[src/rtl/hs_slot_pkg.sv]
package hs_slot_pkg;

   localparam int STATE_W = 3;

   typedef enum logic [STATE_W-1:0] {
      SLOT_EMPTY       = 3'd0,
      SLOT_POWERING    = 3'd1,
      SLOT_WAIT_HEALTH = 3'd2,
      SLOT_CONNECTED   = 3'd3,
      SLOT_DRAIN       = 3'd4,
      SLOT_FAULT       = 3'd5
   } slot_state_e;

   localparam int N_STATUS     = 2;
   localparam int STAT_FAULT   = 0;
   localparam int STAT_REMOVED = 1;

endpackage

[src/rtl/hs_sync_filter.sv]
module hs_sync_filter #(
   parameter int   SYNC_STAGES = 2,
   parameter int   STABLE_CYC  = 4,
   parameter logic RESET_VAL   = 1'b1
) (
   input  logic clk,
   input  logic rst_n,
   input  logic sclr_i,
   input  logic din_i,
   output logic dout_o
);

   localparam int CNT_W = (STABLE_CYC > 1) ? $clog2(STABLE_CYC) : 1;

   logic [SYNC_STAGES-1:0] chain_q;
   logic                   synced;
   logic                   filt_q;

   initial begin : elab_chk
      if (SYNC_STAGES < 2) $error("hs_sync_filter: SYNC_STAGES must be at least 2");
      if (STABLE_CYC < 1)  $error("hs_sync_filter: STABLE_CYC must be at least 1");
   end

   genvar g;
   generate
      for (g = 0; g < SYNC_STAGES; g++) begin : g_stage
         if (g == 0) begin : g_first
            always_ff @(posedge clk or negedge rst_n) begin
               if (!rst_n)      chain_q[0] <= RESET_VAL;
               else if (sclr_i) chain_q[0] <= RESET_VAL;
               else             chain_q[0] <= din_i;
            end
         end else begin : g_next
            always_ff @(posedge clk or negedge rst_n) begin
               if (!rst_n)      chain_q[g] <= RESET_VAL;
               else if (sclr_i) chain_q[g] <= RESET_VAL;
               else             chain_q[g] <= chain_q[g-1];
            end
         end
      end
   endgenerate

   assign synced = chain_q[SYNC_STAGES-1];

   generate
      if (STABLE_CYC == 1) begin : g_direct
         always_ff @(posedge clk or negedge rst_n) begin
            if (!rst_n)      filt_q <= RESET_VAL;
            else if (sclr_i) filt_q <= RESET_VAL;
            else             filt_q <= synced;
         end
      end else begin : g_count
         localparam logic [CNT_W-1:0] CNT_LAST = CNT_W'(STABLE_CYC - 1);
         logic [CNT_W-1:0] cnt_q;

         always_ff @(posedge clk or negedge rst_n) begin
            if (!rst_n) begin
               filt_q <= RESET_VAL;
               cnt_q  <= '0;
            end else if (sclr_i) begin
               filt_q <= RESET_VAL;
               cnt_q  <= '0;
            end else if (synced == filt_q) begin
               cnt_q  <= '0;
            end else if (cnt_q == CNT_LAST) begin
               filt_q <= synced;
               cnt_q  <= '0;
            end else begin
               cnt_q  <= cnt_q + 1'b1;
            end
         end
      end
   endgenerate

   assign dout_o = filt_q;

endmodule

[src/rtl/hs_health_timer.sv]
module hs_health_timer #(
   parameter int TO_W = 16
) (
   input  logic            clk,
   input  logic            rst_n,
   input  logic            load_i,
   input  logic            run_i,
   input  logic [TO_W-1:0] limit_i,
   output logic            expired_o
);

   logic [TO_W-1:0] cnt_q;
   logic            at_zero;

   initial begin : elab_chk
      if (TO_W < 2) $error("hs_health_timer: TO_W must be at least 2");
   end

   assign at_zero = (cnt_q == '0);

   always_ff @(posedge clk or negedge rst_n) begin
      if (!rst_n)                 cnt_q <= '0;
      else if (load_i)            cnt_q <= limit_i;
      else if (run_i && !at_zero) cnt_q <= cnt_q - 1'b1;
   end

   assign expired_o = run_i && at_zero;

endmodule

[src/rtl/hs_sticky_bits.sv]
module hs_sticky_bits #(
   parameter int N = 2
) (
   input  logic         clk,
   input  logic         rst_n,
   input  logic [N-1:0] set_i,
   input  logic [N-1:0] clr_i,
   output logic [N-1:0] q_o
);

   logic [N-1:0] bits_q;

   initial begin : elab_chk
      if (N < 1) $error("hs_sticky_bits: N must be at least 1");
   end

   genvar b;
   generate
      for (b = 0; b < N; b++) begin : g_bit
         always_ff @(posedge clk or negedge rst_n) begin
            if (!rst_n)        bits_q[b] <= 1'b0;
            else if (set_i[b]) bits_q[b] <= 1'b1;
            else if (clr_i[b]) bits_q[b] <= 1'b0;
         end
      end
   endgenerate

   assign q_o = bits_q;

endmodule

[src/rtl/hs_conn_fsm.sv]
module hs_conn_fsm
   import hs_slot_pkg::*;
(
   input  logic        clk,
   input  logic        rst_n,
   input  logic        present_i,
   input  logic        conn_req_i,
   input  logic        disc_req_i,
   input  logic        health_ok_i,
   input  logic        expired_i,
   input  logic        fault_i,
   output slot_state_e state_o,
   output logic        set_fault_o,
   output logic        set_removed_o
);

   slot_state_e state_q;
   slot_state_e nxt;
   logic        prev_present_q;

   always_comb begin
      nxt         = state_q;
      set_fault_o = 1'b0;
      if (!present_i) begin
         nxt = SLOT_EMPTY;
      end else begin
         case (state_q)
            SLOT_EMPTY: begin
               if (conn_req_i && !fault_i) nxt = SLOT_POWERING;
            end
            SLOT_POWERING: begin
               nxt = SLOT_WAIT_HEALTH;
            end
            SLOT_WAIT_HEALTH: begin
               if (health_ok_i) begin
                  nxt = SLOT_CONNECTED;
               end else if (expired_i) begin
                  nxt         = SLOT_FAULT;
                  set_fault_o = 1'b1;
               end
            end
            SLOT_CONNECTED: begin
               if (!health_ok_i) begin
                  nxt         = SLOT_FAULT;
                  set_fault_o = 1'b1;
               end else if (disc_req_i) begin
                  nxt = SLOT_DRAIN;
               end
            end
            SLOT_DRAIN: begin
               nxt = SLOT_EMPTY;
            end
            SLOT_FAULT: begin
               if (!fault_i) nxt = SLOT_EMPTY;
            end
            default: begin
               nxt = SLOT_EMPTY;
            end
         endcase
      end
   end

   always_ff @(posedge clk or negedge rst_n) begin
      if (!rst_n) begin
         state_q        <= SLOT_EMPTY;
         prev_present_q <= 1'b0;
      end else begin
         state_q        <= nxt;
         prev_present_q <= present_i;
      end
   end

   assign set_removed_o = prev_present_q && !present_i;
   assign state_o       = state_q;

endmodule

[src/rtl/hs_slot_sequencer.sv]
module hs_slot_sequencer
   import hs_slot_pkg::*;
#(
   parameter int SYNC_STAGES = 2,
   parameter int STABLE_CYC  = 4,
   parameter int TO_W        = 16
) (
   input  logic                clk,
   input  logic                rst_n,
   input  logic                present_i,
   input  logic                conn_req_i,
   input  logic                disc_req_i,
   input  logic                brd_ok_n_i,
   input  logic                host_rst_n_i,
   input  logic [TO_W-1:0]     hto_limit_i,
   input  logic                w1c_fault_i,
   input  logic                w1c_removed_i,
   output logic                pwr_en_n_o,
   output logic                slot_rst_n_o,
   output logic [STATE_W-1:0]  state_o,
   output logic                fault_o,
   output logic                removed_o,
   output logic                irq_o
);

   slot_state_e         state_q;
   logic                ok_filt_n;
   logic                health_ok;
   logic                filt_clr;
   logic                tmo_expired;
   logic                set_fault;
   logic                set_removed;
   logic [N_STATUS-1:0] stat_set;
   logic [N_STATUS-1:0] stat_clr;
   logic [N_STATUS-1:0] stat_q;
   logic                powered;
   logic                local_rst_n;

   initial begin : elab_chk
      if (SYNC_STAGES < 2) $error("hs_slot_sequencer: SYNC_STAGES must be at least 2");
      if (STABLE_CYC < 1)  $error("hs_slot_sequencer: STABLE_CYC must be at least 1");
      if (TO_W < 2)        $error("hs_slot_sequencer: TO_W must be at least 2");
   end

   // Health qualification is held in reset while the slot is unpowered.
   assign filt_clr = (state_q == SLOT_EMPTY) || (state_q == SLOT_FAULT);

   hs_sync_filter #(
      .SYNC_STAGES (SYNC_STAGES),
      .STABLE_CYC  (STABLE_CYC),
      .RESET_VAL   (1'b1)
   ) u_filt (
      .clk    (clk),
      .rst_n  (rst_n),
      .sclr_i (filt_clr),
      .din_i  (brd_ok_n_i),
      .dout_o (ok_filt_n)
   );

   assign health_ok = !ok_filt_n;

   hs_health_timer #(
      .TO_W (TO_W)
   ) u_timer (
      .clk       (clk),
      .rst_n     (rst_n),
      .load_i    (state_q == SLOT_POWERING),
      .run_i     (state_q == SLOT_WAIT_HEALTH),
      .limit_i   (hto_limit_i),
      .expired_o (tmo_expired)
   );

   hs_conn_fsm u_fsm (
      .clk           (clk),
      .rst_n         (rst_n),
      .present_i     (present_i),
      .conn_req_i    (conn_req_i),
      .disc_req_i    (disc_req_i),
      .health_ok_i   (health_ok),
      .expired_i     (tmo_expired),
      .fault_i       (stat_q[STAT_FAULT]),
      .state_o       (state_q),
      .set_fault_o   (set_fault),
      .set_removed_o (set_removed)
   );

   always_comb begin
      stat_set               = '0;
      stat_clr               = '0;
      stat_set[STAT_FAULT]   = set_fault;
      stat_set[STAT_REMOVED] = set_removed;
      stat_clr[STAT_FAULT]   = w1c_fault_i;
      stat_clr[STAT_REMOVED] = w1c_removed_i;
   end

   hs_sticky_bits #(
      .N (N_STATUS)
   ) u_status (
      .clk   (clk),
      .rst_n (rst_n),
      .set_i (stat_set),
      .clr_i (stat_clr),
      .q_o   (stat_q)
   );

   always_comb begin
      case (state_q)
         SLOT_POWERING, SLOT_WAIT_HEALTH,
         SLOT_CONNECTED, SLOT_DRAIN: powered = 1'b1;
         default:                    powered = 1'b0;
      endcase
   end

   assign local_rst_n  = (state_q == SLOT_CONNECTED);
   assign pwr_en_n_o   = !powered;
   // Active-low resets combine by AND, which is an OR of the asserted levels.
   assign slot_rst_n_o = host_rst_n_i && local_rst_n;
   assign state_o      = state_q;
   assign fault_o      = stat_q[STAT_FAULT];
   assign removed_o    = stat_q[STAT_REMOVED];
   assign irq_o        = |stat_q;

endmodule

[config.mk]
export PLATFORM = sky130hd
export DESIGN_NAME = hs_slot_sequencer
export DESIGN_NICKNAME = d
export VERILOG_FILES = /design/src/rtl/hs_slot_pkg.sv /design/src/rtl/hs_sync_filter.sv /design/src/rtl/hs_health_timer.sv /design/src/rtl/hs_sticky_bits.sv /design/src/rtl/hs_conn_fsm.sv /design/src/rtl/hs_slot_sequencer.sv
export SDC_FILE = /design/constraint.sdc
export NUM_CORES = 1
export LEC_CHECK = 0
export BUFFER_PORTS_ARGS = -buffer_cell sky130_fd_sc_hd__buf_2
export CORE_UTILIZATION = 35
export CTS_CLUSTER_SIZE = 40
export DETAILED_ROUTE_END_ITERATION = 12
export PLACE_DENSITY = 0.62
export SYNTH_ARGS = -nofsm -noshare
export SYNTH_HDL_FRONTEND = slang
export SYNTH_SLANG_ARGS = --single-unit
[constraint.sdc]
create_clock -name clk -period 4.2 [get_ports clk]
set_input_delay 0.84 -clock clk [delete_from_list [all_inputs] [get_ports clk]]
set_output_delay 0.84 -clock clk [all_outputs]
set_load 0.02 [all_outputs]
**Yosys cells after proc, flatten, opt, wreduce, memory -nomap -nowiden**

Cells that the tools add are included.

- Register bits: 27
- Input bits: 25
- Output and inout bits: 8
- Word-level logic and storage cells: 71

- Add/sub/neg operators: 2
- Equality and inequality tests: 12
- Multiplexer cells: 28
- Reduce and logical (&&, ||, !) cells: 20

Operator list:

| operator | number |
|---|---|
| $mux W16 | 2 |
| $mux W3 | 7 |
| $logic_not A16 Y1 | 1 |
| $sub A16 B1 Y16 const B | 1 |
| $pmux W3 S5 | 1 |
| $mux W1 | 14 |
| $reduce_bool A2 Y1 | 4 |
| $eq A3 B2 Y1 const B | 2 |
| $eq A3 B3 Y1 const B | 2 |
| $mux W2 | 3 |
| $logic_and A1 B1 Y1 | 5 |
| $logic_not A1 Y1 | 4 |
| $ne A4 B3 Y1 const B | 1 |
| $ne A4 B4 Y1 const B | 1 |
| $reduce_and A4 Y1 | 1 |
| $reduce_or A4 Y1 | 1 |
| $eq A3 B1 Y1 const B | 1 |
| $logic_not A3 Y1 | 1 |
| $ne A3 B2 Y1 const B | 1 |
| $ne A3 B3 Y1 const B | 1 |
| $add A2 B1 Y2 const B | 1 |
| $eq A2 B2 Y1 const B | 1 |
| $ne A2 B2 Y1 const B | 1 |
| $pmux W1 S2 | 1 |
| other kinds (4) | 4 |

**Logic depth before layout (Yosys ltp)**

Gate-level depths: netlist of the first run.

- Word-level depth: 7
- Depth in mapped cells: 7
- Mapped depth without buffers: 6

**Cells and area by module**

Synthesis of the first run repeated with hierarchy kept, for this count alone.

- Cell total of the unflattened synthesis: 179
- Area, all modules: 1656.6 µm²

Modules (own cells, without submodules):

| module | times used | cells each | area an instance (µm²) |
|---|---|---|---|
| hs_health_timer | 1 | 124 | 1057.3 |
| hs_conn_fsm | 1 | 27 | 262.8 |
| hs_sync_filter | 1 | 13 | 202.7 |
| hs_sticky_bits | 1 | 6 | 72.6 |
| hs_slot_sequencer | 1 | 9 | 61.3 |

**Worst setup path before layout of the first run**

OpenSTA, ideal clock, no wires.

- Path type: reg-to-reg
- Start point: register u_timer.cnt_q[6]
- End point: register u_timer.cnt_q[14]
- Setup time: 0.082 ns
- Data arrival time: 2.049 ns
- Slack: 2.069 ns
- Stages on the path, launching flop included: 5
- Period minus slack after synthesis: 2.131 ns
- Cell sequence: dfrtp_1 or4_4 or4_4 or4_1 a31oi_1

- Word-level cells in the longest chain between the ends: 4
- Elaborated cells on any way between the ends: 7

Ends and longest elaborated chain:

| item | RTL line | text |
|---|---|---|
| start, declared | hs_health_timer.sv:12 | `logic [TO_W-1:0] cnt_q;` |
| start signal, assigned | hs_health_timer.sv:23 | `else if (load_i) cnt_q <= limit_i;` |
| start signal, assigned | hs_health_timer.sv:24 | `else if (run_i && !at_zero) cnt_q <= cnt_q - 1'b1;` |
| parallel branches: the longest is 4 deep, another holds $sub A16 B1 Y16 | - |  |

Several ways; the timed one is not identified. The select of a mux whose other input is x is not followed.
A chain may end at the register's enable or synchronous reset.

**Worst setup path after layout of the first run**

- Start point: register u_timer.cnt_q[0]
- End point: register u_timer.cnt_q[3]

Same word-level chain as after synthesis.

==> impl_metrics.csv, run 1 <==
group,metric,value,unit
outcome,status,"finished clean",
global_routing,met2_usage,23.91,%
drt,routedWlPerCell,13.57,um
setup_path,reg2reg_to,"u_timer.cnt_q[3]$_DFFE_PN0P_",
logic_synthesis,yosysWarnings,0,
floorplan,rows,23,
floorplan,core,0.004144,mm^2
setup_path,rrSetupSlack,1.63,ns
setup_path,crit_family,"simple AND/OR/NAND/NOR gates",
sta,fin_ws,1.633,ns
drt,dr.pass1.iters,4,
setup_path,end_kind,"register",
cells_and_area,final_common_cell,"buf_2",
global_routing,grt_use_met1,24.16,%
cts,cts_buffer_depth,2,
setup_path,path_class,"reg2reg",
logic_synthesis,synthesis.area,0.001570,mm^2
setup_path,timing.rr.start,"u_timer.cnt_q[0]$_DFFE_PN0P_",
pwr,total_leakage_power,0.7675,nW
place,post-place-ws,1.661,ns
setup_path,arrival,2.77,ns
logic_synthesis,ys_seq_area_share,43.27,%
place,dpl.cell_count,244,
logic_synthesis,ys_seq_elements,27,
sta,worst_pin_slew,1.108,ns
setup_path,cp_max_fo,17,
global_routing,antenna_found_initial,0,
global_routing,use_met3,1.974,%
sta,setup_viol,0,
cts,post-cts-setup-buffers,0,
setup_path,r2r_cells,6,
worst_hold_path,hp-class,"reg2reg",
global_routing,track_usage,16.10,%
sta,holdWs,0.4424,ns
place,gp_congestion,0.7345,
drt,dr_total_vias,1381,
place,dp_hpwl,2425,um
cells_and_area,final_cell_mix,"buf_2, dfrtp_1, nand2_1",
cts,holdBufCountCts,0,
drt,drc,0,
pwr,vdd_drop_max,0.1418,mV
drt,vias_per_cell,5.569,
pwr,power_per_cell_area,482.6,mW/mm^2
sta,fin_tns_setup,0,ns
global_routing,grt_pass1_vias,1253,
setup_path,crit_cells,6,
global_routing,grt_first_pass_wirelength,5768,um
floorplan,die_area,0.004758,mm^2
logic_synthesis,syn-num-nets,198,
sta,skew,0.001507,ns
cts,clk_latency,0.27,ns
cts,path_clk_slew,0.09,ns
cells_and_area,fin_cells,248,
cells_and_area,n_antenna_cell,0,
logic_synthesis,syn_inst,170,
floorplan,start_util,37.89,%
setup_path,cp_cell_sequence,"inv_1 -> ha_1 -> or3b_2 -> nor4_2 -> o21ai_0 -> a31oi_1",
cts,clockRootBuffer,"clkbuf_8",
sta,period_minus_slack,2.567,ns
drt,wl,3366,um
cts,cts_tree,"done",
logic_synthesis,synth_edf_count,0,
setup_path,cpPeakStageDelay,0.92,ns
cts,cts_resized,0,
sta,period_share,61.11,%
sta,drv_slew,0,
cts,clkSinkCount,27,
floorplan,ios,33,
sta,relSlewSlack,25.51,%
cts,cts_made_buffers,3,
drt,ant_nets,0,
cells_and_area,fin_util,43.66,%
setup_path,cp-start-kind,"register",
setup_path,cp.required,4.40,ns
logic_synthesis,synthArstFlopShare,100.0,%
setup_path,slowest_stage,"nor4_2",
global_routing,overflow,0,
run,max-cap-violations,0,
setup_path,setup.worst_path.start,"u_timer.cnt_q[0]$_DFFE_PN0P_",
logic_synthesis,ys_types,41,
cells_and_area,drive_gt1_share,23.74,%
sta,max_freq,389.6,MHz
cells_and_area,area_growth,15.22,%
cts,htreeDepth,1,
floorplan,die_height,68.98,um
cells_and_area,final_nets,227,
cells_and_area,fill_cells,433,
sta,finalHoldViolCount,0,
setup_path,critPathCapture,"u_timer.cnt_q[3]$_DFFE_PN0P_",
place,port_buffers,32,
setup_path,crit_buf_inv,1,
global_routing,grt_start_max_net_pins,28,
global_routing,busiest_layer,"met1",
floorplan,die_w,68.98,um
logic_synthesis,ys.flop_type,"dfrtp_1",
logic_synthesis,avgSynthCellArea,9.237,um^2
sta,rsz0062_at_grt,"false",
drt,first_iter_violations,74,
==> power breakdown <==
group	leakage [nW]	total, mW	switching (mW)	internal [mW]
Clock	0.0255	0.150	0.0837	0.0666
Sequential	0.327	0.444	0.0977	0.347
Combinational	0.415	0.279	0.153	0.126
==> final cells by class <==
type | instances | area (um^2) | area share, %
multi-input cells | 129 | 838.3 | 46.33
clock buffers | 3 | 41.29 | 2.282
clock inverters | 1 | 5.005 | 0.2766
inverters | 6 | 22.52 | 1.245
repair buffers | 32 | 160.2 | 8.852
well taps | 50 | 62.56 | 3.458
flip-flops and latches | 27 | 679.4 | 37.55
==> flip-flops by register name, summed over array words and instances (netlist names) <==
| signal | count |
|---|---|
| u_filt.chain_q | 1 |
| u_fsm.state_o | 3 |
| u_fsm.prev_present_q | 1 |
| u_filt.g_count.cnt_q | 2 |
| u_timer.cnt_q | 16 |
| u_status.q_o | 2 |
| u_filt.dout_o | 1 |
| u_filt.synced | 1 |
==> worst min path at each step <==
stage / depth (start not counted) / slack [ns] / to / start
6_report: 1 / 0.44 / u_filt.g_count.cnt_q[0]$_DFF_PN0_ / u_filt.g_count.cnt_q[0]$_DFF_PN0_
2_1_floorplan: 1 / 0.41 / u_filt.g_count.cnt_q[0]$_DFF_PN0_ / u_filt.g_count.cnt_q[0]$_DFF_PN0_
5_1_grt: 1 / 0.48 / u_filt.g_count.cnt_q[0]$_DFF_PN0_ / u_filt.g_count.cnt_q[0]$_DFF_PN0_
3_5_place_dp: 1 / 0.43 / u_filt.g_count.cnt_q[0]$_DFF_PN0_ / u_filt.g_count.cnt_q[0]$_DFF_PN0_
4_1_cts: 1 / 0.45 / u_filt.g_count.cnt_q[0]$_DFF_PN0_ / u_filt.g_count.cnt_q[0]$_DFF_PN0_
3_3_place_gp: 1 / 0.43 / u_filt.g_count.cnt_q[0]$_DFF_PN0_ / u_filt.g_count.cnt_q[0]$_DFF_PN0_
==> logic make-up after synthesis <==
logic type	after synthesis	synth area share [%]
xor gates and xnor gates	3	1.674
and+or+nand+nor	86	31.87
buffers and inverters	14	3.347
AOI/OAI and AO/OA	36	16.81
DFF	27	43.27
muxes	1	0.6375
adders and majority gates	3	2.391
==> cells in the mapped netlist (2+ instances only) <==
| cell type | number | area [um^2] |
|---|---|---|
| dfrtp_1 | 24 | 600.6 |
| nand2_1 | 19 | 71.32 |
| or4_1 | 16 | 120.1 |
| nand3_1 | 11 | 55.05 |
| nor2_1 | 9 | 33.78 |
| clkbuf_1 | 8 | 30.03 |
| o311ai_0 | 8 | 70.07 |
| a31oi_1 | 7 | 43.79 |
| inv_1 | 6 | 22.52 |
| and3_1 | 5 | 31.28 |
| nand2b_1 | 4 | 25.02 |
| o21ai_0 | 4 | 20.02 |
| o31ai_1 | 4 | 30.03 |
| a21oi_1 | 3 | 15.01 |
| dfstp_2 | 3 | 78.83 |
| ha_1 | 3 | 37.54 |
| nand3b_1 | 3 | 22.52 |
| nor4_1 | 3 | 18.77 |
| or2_2 | 3 | 18.77 |
| a22o_1 | 2 | 17.52 |
| nor3b_1 | 2 | 15.01 |
| or3_1 | 2 | 12.51 |
| or4_4 | 2 | 22.52 |
| xor2_1 | 2 | 17.52 |
==> routing by layer <==
layer | up-vias | share of wire [%]
li1 | 712 | -
met1 | 647 | 54
met2 | 18 | 43
met3 | 4 | 2.2
met4 | 0 | 1.0
met5 | - | 0
==> stage by stage <==
step / total power [mW] / cell area, um^2
after floorplan: 0.6420 / 1570
after global routing: 0.9462 / 1809
final: 0.8732 / 1809
after global placement: 0.7264 / 1763
after CTS: 0.8801 / 1809
after detailed placement: 0.7304 / 1763
(Power assumes the default switching activity.)
==> inputs of run 2 (changes only) <==
- ABC_AREA: default -> 1
- PLACE_DENSITY: 0.62 -> 0.63
- clock period: 4.2 -> 2.1 ns (I/O delays scaled with it)
==> run 2 against run 1 <==
- clock skew rose by 0.0029 ns
- critical path type is now reg2out
- global-route usage rose by 0.95 points
- final cell count rose by 48%
- synthesized cell count rose by 58%
- register-to-register slack got worse by 1.2 ns
- critical path depth fell by 1
- utilization fell by 1.1 points
- critical endpoint is now slot_rst_n_o
==> impl_metrics.csv, run 2 <==
group,metric,value,unit
pwr,pwr-share-comb,54.5,%
logic_synthesis,yosysTopAreaCell,"dfrtp_1",
pwr,total_leakage_power,1.071,nW
drt,dr.pass1.iters,4,
logic_synthesis,yosysWarnings,0,
logic_synthesis,synth_area_leaders,"dfrtp_1, nand2_1, nand3_1, nor2_1, inv_1",
cells_and_area,largest_register_ffs,16,
logic_synthesis,ys_seq_elements,27,
place,dp_hpwl,3120,um
setup_path,path_class,"reg2out",
pwr,p_seq_share,33.6,%
sta,period_minus_slack,1.788,ns
floorplan,die_w,74.17,um
cts,clockRootBuffer,"clkbuf_8",
setup_path,cpPeakStageDelay,0.52,ns
sta,relSlewSlack,58.12,%
cts,holdBufCountCts,0,
setup_path,critPathCapture,"slot_rst_n_o",
pwr,power.net_switching,1.339,mW
global_routing,overflow,0,
worst_hold_path,hp-class,"in2async",
sta,drv_slew,0,
floorplan,core,0.004880,mm^2
drt,drc,0,
cells_and_area,fill_cells,542,
floorplan,rows,25,
place,gp_congestion,0.8478,
cells_and_area,final_cell_mix,"nand2_1, nor2_1, nand3_1, buf_2, inv_1",
run,max-cap-violations,0,
global_routing,antenna_found_initial,0,
floorplan,ios,33,
logic_synthesis,syn_inst,269,
pwr,internal_power,1.363,mW
setup_path,crit_family,"flip-flops",
sta,setup_viol,0,
setup_path,crit_buf_inv,2,
setup_path,end_kind,"output pin",
cells_and_area,largest_register,"u_timer.cnt_q",
logic_synthesis,synthArstFlopShare,100.0,%
setup_path,rrSetupSlack,0.41,ns
cts,cts_buffer_depth,2,
logic_synthesis,synth_edf_count,0,
cts,path_clk_slew,0.10,ns
setup_path,cp_max_fo,7,
cells_and_area,multi_input_area,975.9,um^2
logic_synthesis,synthTopCellsByCount,"nand2_1, nor2_1, nand3_1, inv_1, dfrtp_1",
setup_path,crit_top_cell,"nor2_1",
cells_and_area,final_nets,329,
setup_path,crit_cells,5,
floorplan,die_area,0.005501,mm^2
drt,first_iter_violations,107,
cells_and_area,seqCellArea,679.4,um^2
sta,fin_tns_setup,0,ns
global_routing,grt_pass1_vias,1646,
floorplan,die_height,74.17,um
sta,skew,0.004434,ns
setup_path,slowest_stage,"dfrtp_1",
setup_path,cp.required,1.68,ns
setup_path,cp-start-kind,"register",
drt,ant_nets,0,
drt,routedWlPerCell,11.38,um
setup_path,arrival,1.37,ns
setup_path,r2r_cells,9,
pwr,power_per_cell_area,1301,mW/mm^2
logic_synthesis,ys_types,30,
sta,rsz0062_at_grt,"false",
drt,vias_per_cell,4.777,
cts,clkSinkCount,27,
logic_synthesis,syn-num-nets,297,
pwr,p_sw_share,49.56,%
cts,htreeDepth,1,
logic_synthesis,synthesis.area,0.001823,mm^2
place,port_buffers,32,
logic_synthesis,ys_seq_area_share,37.27,%
global_routing,grt_first_pass_wirelength,7300,um
pwr,power,2.702,mW
cts,cts_made_buffers,3,
cts,cts_resized,0,
cells_and_area,final_common_cell,"nand2_1",
logic_synthesis,synth_top_area_share,32.94,%
pwr,vdd_drop_max,0.5407,mV
sta,fin_ws,0.3120,ns
sta,period_share,85.14,%
setup_path,timing.rr.start,"u_fsm.state_o[0]$_DFFE_PN0P_",
setup_path,reg2reg_to,"u_timer.cnt_q[7]$_DFFE_PN0P_",
cts,clk_latency,0.28,ns
setup_path,setup.worst_path.start,"u_fsm.state_o[0]$_DFFE_PN0P_",
logic_synthesis,ys.flop_type,"dfrtp_1",
logic_synthesis,avgSynthCellArea,6.777,um^2
sta,finalHoldViolCount,0,
cells_and_area,n_antenna_cell,0,
cells_and_area,area_growth,13.93,%
global_routing,track_usage,17.05,%
drt,dr_total_vias,1753,
outcome,status,"finished clean",
cells_and_area,fin_util,42.56,%
logic_synthesis,yosysMostFrequentCell,"nand2_1",
cts,post-cts-setup-buffers,0,
place,post-place-ws,0.4133,ns
setup_path,cp_cell_sequence,"nand2_1 -> nor2_1 -> inv_1 -> nor2_1 -> buf_2",
floorplan,start_util,37.36,%
cts,cts_tree,"done",
cells_and_area,drive_gt1_share,21.33,%
sta,worst_pin_slew,0.6282,ns
sta,max_freq,559.3,MHz
global_routing,grt_start_max_net_pins,28,
pwr,clkPwrFrac,11.9,%
drt,wl,4176,um
-- run 2: metrics by stage --
step                      instances  instance area [um^2]  hold slack (ns)
after floorplan                 269                  1823           0.1244
after global placement          363                  2027           0.4380
after detailed placement        363                  2027           0.4420
after CTS                       367                  2077           0.1679
after global routing            367                  2077           0.1904
final                           367                  2077           0.1464
-- run 2: cells by family after synthesis --
family,Yosys count,share of synthesized area [%]
AO/OA/AOI/OAI,21,6.795
XOR/XNOR,2,0.9611
adder cells (fa/ha/maj),3,2.059
buffers and inverters,37,9.197
flip-flops,27,37.27
multiplexers,1,0.5491
AND/OR/NAND/NOR,178,43.17
-- run 2: metal layers --
layer,share of wire (%),GRT usage [%],up-vias
li1,-,-,908
met1,49,21.92,792
met2,45,28.99,47
met3,5.0,4.336,6
met4,1.1,3.419,0
met5,0,0,-
-- run 2: how the worst min path moves through the flow --
| stage | from | to | slack (ns) |
|---|---|---|---|
| 2_1_floorplan | rst_n | u_filt.g_count.cnt_q[0]$_DFF_PN0_ | 0.12 |
| 3_3_place_gp | u_filt.g_count.cnt_q[0]$_DFF_PN0_ | u_filt.g_count.cnt_q[0]$_DFF_PN0_ | 0.44 |
| 3_5_place_dp | u_filt.g_count.cnt_q[0]$_DFF_PN0_ | u_filt.g_count.cnt_q[0]$_DFF_PN0_ | 0.44 |
| 4_1_cts | rst_n | u_timer.cnt_q[4]$_DFFE_PN0P_ | 0.17 |
| 5_1_grt | rst_n | u_filt.g_count.cnt_q[1]$_DFF_PN0_ | 0.19 |
| 6_report | rst_n | u_fsm.prev_present_q$_DFF_PN0_ | 0.15 |
-- run 2: power groups by stage --
| stage | logic [mW] | registers, mW | clock network, mW |
|---|---|---|---|
| 3_5_place_dp | 1.48 | 0.914 | 0 |
| 3_3_place_gp | 1.47 | 0.913 | 0 |
| 6_report | 1.47 | 0.909 | 0.320 |
| 4_1_cts | 1.49 | 0.906 | 0.339 |
| 5_1_grt | 1.70 | 0.935 | 0.359 |
| 2_1_floorplan | 1.21 | 0.889 | 0 |
-- run 2: final cells by class --
type | instances | share of cell area (%)
well taps | 67 | 4.036
clock buffers | 3 | 1.988
flip-flops and latches | 27 | 32.71
repair buffers | 34 | 8.434
multi-input cells | 205 | 46.99
inverters | 30 | 5.422
clock inverters | 1 | 0.4217
-- run 2: worst register-to-register path, cell delays in order (launching register included) --
cell	delay [ns]
dfrtp_1	0.52
inv_2	0.06
nor2_2	0.11
nand2_2	0.24
inv_2	0.28
nand2_1	0.08
a21oi_1	0.14
nand2_1	0.07
nand2_1	0.07
inv_1	0.03
